**config.mk**
```make
export PLATFORM = sky130hd
export DESIGN_NAME = regwin_bridge
export DESIGN_NICKNAME = d
export VERILOG_FILES = /design/src/rtl/regwin_pkg.sv /design/src/rtl/regwin_ctrl.sv /design/src/rtl/regwin_bank.sv /design/src/rtl/regwin_bridge.sv
export SDC_FILE = /design/constraint.sdc
export NUM_CORES = 1
export LEC_CHECK = 0
export BUFFER_PORTS_ARGS = -buffer_cell sky130_fd_sc_hd__buf_4
export CORE_UTILIZATION = 65
export DETAILED_ROUTE_END_ITERATION = 12
export PLACE_DENSITY = 0.92
export RECOVER_POWER = 100
export SYNTH_ARGS = -nofsm -noshare
export SYNTH_HDL_FRONTEND = slang
export SYNTH_SLANG_ARGS = --single-unit
```
**constraint.sdc**
```tcl
create_clock -name clk -period 7.2 [get_ports clk]
set_clock_uncertainty 0.05 [all_clocks]
set_input_delay 1.8 -clock clk [delete_from_list [all_inputs] [get_ports clk]]
set_output_delay 1.8 -clock clk [all_outputs]
set_load 0.02 [all_outputs]
```
**src/rtl/regwin_pkg.sv**
```systemverilog
package regwin_pkg;

    localparam int WORD_W    = 32;
    localparam int IDX_W     = 5;
    localparam int BYTE_W    = 8;

    // Field positions inside the host control word.
    localparam int RBYTE_LSB = 0;
    localparam int WBYTE_LSB = 8;
    localparam int IDX_LSB   = 16;
    localparam int STB_POS   = 24;
    localparam int RUN_POS   = 28;

    typedef struct packed {
        logic              run;
        logic              stb;
        logic [IDX_W-1:0]  idx;
        logic [BYTE_W-1:0] wbyte;
    } ctrl_word_t;

endpackage

```
**src/rtl/regwin_ctrl.sv**
```systemverilog
module regwin_ctrl
    import regwin_pkg::*;
(
    input  logic              clk,
    input  logic              rst_n,
    input  logic              host_we,
    input  logic [WORD_W-1:0] host_wdata,
    output ctrl_word_t        ctrl,
    output logic              store
);

    typedef struct packed {
        ctrl_word_t word;
        logic       stb_prev;
    } ctrl_state_t;

    ctrl_state_t state_d, state_q;

    // Bits of the host word that hold no field.
    logic unused_wbits;
    assign unused_wbits = ^{host_wdata[31:29], host_wdata[27:25],
                            host_wdata[23:21], host_wdata[7:0]};

    always_comb begin
        state_d          = state_q;
        state_d.stb_prev = state_q.word.stb;
        if (host_we) begin
            state_d.word.run   = host_wdata[RUN_POS];
            state_d.word.stb   = host_wdata[STB_POS];
            state_d.word.idx   = host_wdata[IDX_LSB +: IDX_W];
            state_d.word.wbyte = host_wdata[WBYTE_LSB +: BYTE_W];
        end
    end

    always_ff @(posedge clk) begin
        if (!rst_n) begin
            state_q <= '0;
        end else begin
            state_q <= state_d;
        end
    end

    assign ctrl  = state_q.word;
    // Store on a rising strobe only while the bank runs.
    assign store = state_q.word.stb & ~state_q.stb_prev & state_q.word.run;

endmodule

```
**src/rtl/regwin_bank.sv**
```systemverilog
module regwin_bank #(
    parameter int NUM_REGS = 25,
    parameter int IDX_W    = 5,
    parameter int BYTE_W   = 8
) (
    input  logic              clk,
    input  logic              rst_n,
    input  logic              run,
    input  logic              store,
    input  logic [IDX_W-1:0]  widx,
    input  logic [BYTE_W-1:0] wbyte,
    input  logic [IDX_W-1:0]  ridx,
    output logic [BYTE_W-1:0] rbyte
);

    localparam int IDX_SPAN = 1 << IDX_W;

    logic [BYTE_W-1:0] regs_d [NUM_REGS];
    logic [BYTE_W-1:0] regs_q [NUM_REGS];

    generate
        if (NUM_REGS > IDX_SPAN) begin : g_bad_size
            initial $error("NUM_REGS exceeds index span");
        end
    endgenerate

    always_comb begin
        for (int i = 0; i < NUM_REGS; i++) begin
            if (!run) begin
                regs_d[i] = '0;
            end else if (store && (widx == i[IDX_W-1:0])) begin
                regs_d[i] = wbyte;
            end else begin
                regs_d[i] = regs_q[i];
            end
        end
    end

    always_ff @(posedge clk) begin
        for (int i = 0; i < NUM_REGS; i++) begin
            if (!rst_n) begin
                regs_q[i] <= '0;
            end else begin
                regs_q[i] <= regs_d[i];
            end
        end
    end

    // Empty indices fall through to zero.
    always_comb begin
        rbyte = '0;
        for (int i = 0; i < NUM_REGS; i++) begin
            if (run && (ridx == i[IDX_W-1:0])) begin
                rbyte = regs_q[i];
            end
        end
    end

endmodule

```
**src/rtl/regwin_bridge.sv**
```systemverilog
module regwin_bridge
    import regwin_pkg::*;
#(
    parameter int NUM_REGS = 25
) (
    input  logic        clk,
    input  logic        rst_n,
    input  logic        host_we,
    input  logic [31:0] host_wdata,
    output logic [31:0] host_rdata
);

    ctrl_word_t        ctrl;
    logic              store;
    logic [BYTE_W-1:0] rbyte;

    regwin_ctrl u_ctrl (
        .clk        (clk),
        .rst_n      (rst_n),
        .host_we    (host_we),
        .host_wdata (host_wdata),
        .ctrl       (ctrl),
        .store      (store)
    );

    regwin_bank #(
        .NUM_REGS (NUM_REGS),
        .IDX_W    (IDX_W),
        .BYTE_W   (BYTE_W)
    ) u_bank (
        .clk   (clk),
        .rst_n (rst_n),
        .run   (ctrl.run),
        .store (store),
        .widx  (ctrl.idx),
        .wbyte (ctrl.wbyte),
        .ridx  (ctrl.idx),
        .rbyte (rbyte)
    );

    always_comb begin
        host_rdata                         = '0;
        host_rdata[RUN_POS]                = ctrl.run;
        host_rdata[STB_POS]                = ctrl.stb;
        host_rdata[IDX_LSB +: IDX_W]       = ctrl.idx;
        host_rdata[WBYTE_LSB +: BYTE_W]    = ctrl.wbyte;
        host_rdata[RBYTE_LSB +: BYTE_W]    = rbyte;
    end

endmodule

```
==> reports/qor.csv <==
stage;metric;value;unit
outcome;status;finished, violations left;
outcome;violations;max-capacitance violations, max-slew violations;
clock_network;cts_setup_buffers;0;
global_route;grt_use_total;38.9;%
die;die-area;16600;um2
place;dpl.hpwl;19300;um
place;placed_cell_area;10600;um2
place;gp_congestion;0.951;
place;dp_cells;1435;
routing;routed-via-count;10100;
clock_network;cts_buffers;22;
die;coreArea;15400;um2
worst_setup_path;arrival;4.49;ns
sta;max_slew_margin;-65.5;%
worst_setup_path;end_kind;output port;
clock_network;worstSkewPairLatency;0.51;ns
clock_network;cts_max_path_buffers;3;
global_route;antenna_found_initial;0;
die;placementRows;45;
finish;layout-drive-gt1-share;8.70;%
routing;dr_wl_met3;4070;um
sta;finalWorstPathRequiredPeriod;6.34;ns
synth;synthFlopType;dfxtp_1;
sta;post-route-period-util;88.0;%
synth;yosysWarnings;0;
finish;final_area;11200;um2
synth;ys_ff_latch;216;
routing;drt_first_pass_iters;9;
clock_network;postCtsHoldBufs;0;
finish;diodes;0;
worst_setup_path;worstPathRequired;5.35;ns
sta;maxSlewViolCount;405;
clock_network;cts_root_buf;clkbuf_16;
global_route;overflow;0;
worst_setup_path;crit_fanout;18;
synth;ys_types;59;
routing;highest_layer;met4;
sta;worst_slew_pin_slew;2.48;ns
die;start_util;67.6;%
clock_network;cts.clk_slew.worst_paths;0.06;ns
routing;wl_met2;14300;um
global_route;grt_pass1_vias;9396;
synth;synth_area_leaders;dfxtp_1 41%, mux2i_1 9.4%, a21oi_1 8.9%;
clock_network;cts_resized;0;
finish;fin_nets;1283;
place;numPortBuffers;40;
power;p_leak;3.32;nW
clock_network;h-tree-depth;1;
routing;detail_route.wirelength;32300;um
die;io_pins;67;
routing;route.layer.met1.wl;11800;um
synth;synthCells;1303;
routing;vias_per_cell;6.84;
finish;stdcell_count;1475;
power;vdd_drop_max;316;uV
synth;synth_async_sr_flop_share;0;%
routing;routedWlPerCell;21.9;um
sta;final.setup.tns;0;ns
sta;rsz0062_at_grt;no;
routing;drc;0;
die;fp.dieW;129;um
worst_setup_path;start_kind;register;
routing;drt_first_iter_violations;1788;
power;power_density;233;nW/um2
min_path;hp-class;reg -> reg;
worst_setup_path;crit_type;reg -> out;
synth;yosysSeqAreaShare;41.4;%
run;drv_cap;12;
clock_network;cts_tree;yes;
routing;postRouteAntennaNets;0;
synth;yosys.area.top_type;dfxtp_1;
sta;finalHoldViolations;0;
sta;finalSetupViolations;0;
global_route;grt_max_degree;84;
finish;area_growth;7.43;%
finish;layout_commonest_cell;dfxtp_1;
clock_network;cts_sinks;216;
finish;final_cell_mix;214 x dfxtp_1, 201 x nand2_1, 185 x a21oi_1;
synth;synth_edf_count;0;
synth;mappedNetlistArea;10400;um2
synth;synth_top_area_share;41.4;%
power;p_total;2.61;mW
sta;timing.fmax;158;MHz
synth;avgSynthCellArea;8.01;um2
global_route;grt_pass1_wl;50200;um
die;chipHeight;129;um
==> report_power, final <==
group | leakage, nW | switching, mW | internal [mW]
Combinational | 1.20 | 0.134 | 0.0462
Clock | 0.386 | 0.478 | 0.738
Sequential | 1.74 | 0.0183 | 1.20
==> worst paths after layout <==
kind                                                   startpoint                                 to  slack (ns)  depth (start not counted)
worst max-delay path                 u_ctrl.ctrl[10]$_SDFFE_PN0P_                      host_rdata[7]        0.86                          8
worst min-delay path            u_bank.regs_q[4][20]$_SDFFE_PN0P_  u_bank.regs_q[4][20]$_SDFFE_PN0P_        0.40                          2
worst max register to register       u_ctrl.ctrl[14]$_SDFFE_PN0P_  u_bank.regs_q[0][25]$_SDFFE_PN0P_        2.77                          3
worst min register to register  u_bank.regs_q[4][20]$_SDFFE_PN0P_  u_bank.regs_q[4][20]$_SDFFE_PN0P_        0.40                          2
==> cell type report <==
class | instances | area [um2]
timing repair buffer | 62 | 373
multi-input combinational | 940 | 5440
sequential | 216 | 4330
tap | 211 | 264
clock buffer | 35 | 701
inverter | 6 | 22.5
clock inverter | 5 | 78.8
fill | 1105 | 4220
==> cells in the mapped netlist, types with 8 or more instances <==
cell type	number
nand2b_1	8
o22ai_1	16
clkbuf_1	71
nor2b_1	23
mux2i_1	98
dfxtp_1	216
buf_2	36
nand3_1	142
buf_1	11
o21ai_0	42
nor3_1	10
nand2_1	201
mux2_2	11
buf_4	28
a22oi_1	12
o211ai_1	8
a21oi_1	185
nor2_1	86
==> state kept, by name (all words and copies together), names as in the netlist <==
| signal | flops |
|---|---|
| u_bank.regs_q | 200 |
| u_ctrl.ctrl | 15 |
| u_ctrl.state_q | 1 |
==> worst max-delay path, cell delays in order (launching register included) <==
cell and delay [ns]:
dfxtp_1 0.66, inv_1 0.41, nor3_1 1.31, clkbuf_1 0.67, o21ai_0 0.23, o21ai_0 0.21
a21oi_1 0.06, o221ai_1 0.22, buf_4 0.19
==> cell families (layout without fill, tap and decap cells) <==
kind of cell,Yosys count,count (layout),synth area share (%)
compound gates,314,314,17.5
buf+inv,155,108,7.23
simple gates,503,503,22.2
other cells,1,9,0.0359
mux,114,114,11.7
flops,216,216,41.4
==> layer usage <==
| layer | vias to the layer above | global-route usage (%) |
|---|---|---|
| met1 | 4722 | 48.9 |
| met5 | - | 0 |
| met2 | 767 | 60.4 |
| met3 | 178 | 9.56 |
| met4 | 0 | 24.0 |
| li1 | 4428 | - |
==> stage by stage <==
stage          hold slack, ns  utilization [%]  setup WS [ns]
2_1_floorplan           0.381                -           3.31
3_3_place_gp            0.389             68.5           2.42
3_5_place_dp            0.392             68.5           2.38
4_1_cts                 0.401             73.5           1.84
5_1_grt                 0.418             72.7          0.834
6_report                0.401             72.7          0.865
Power figures use the tool's default switching activity.
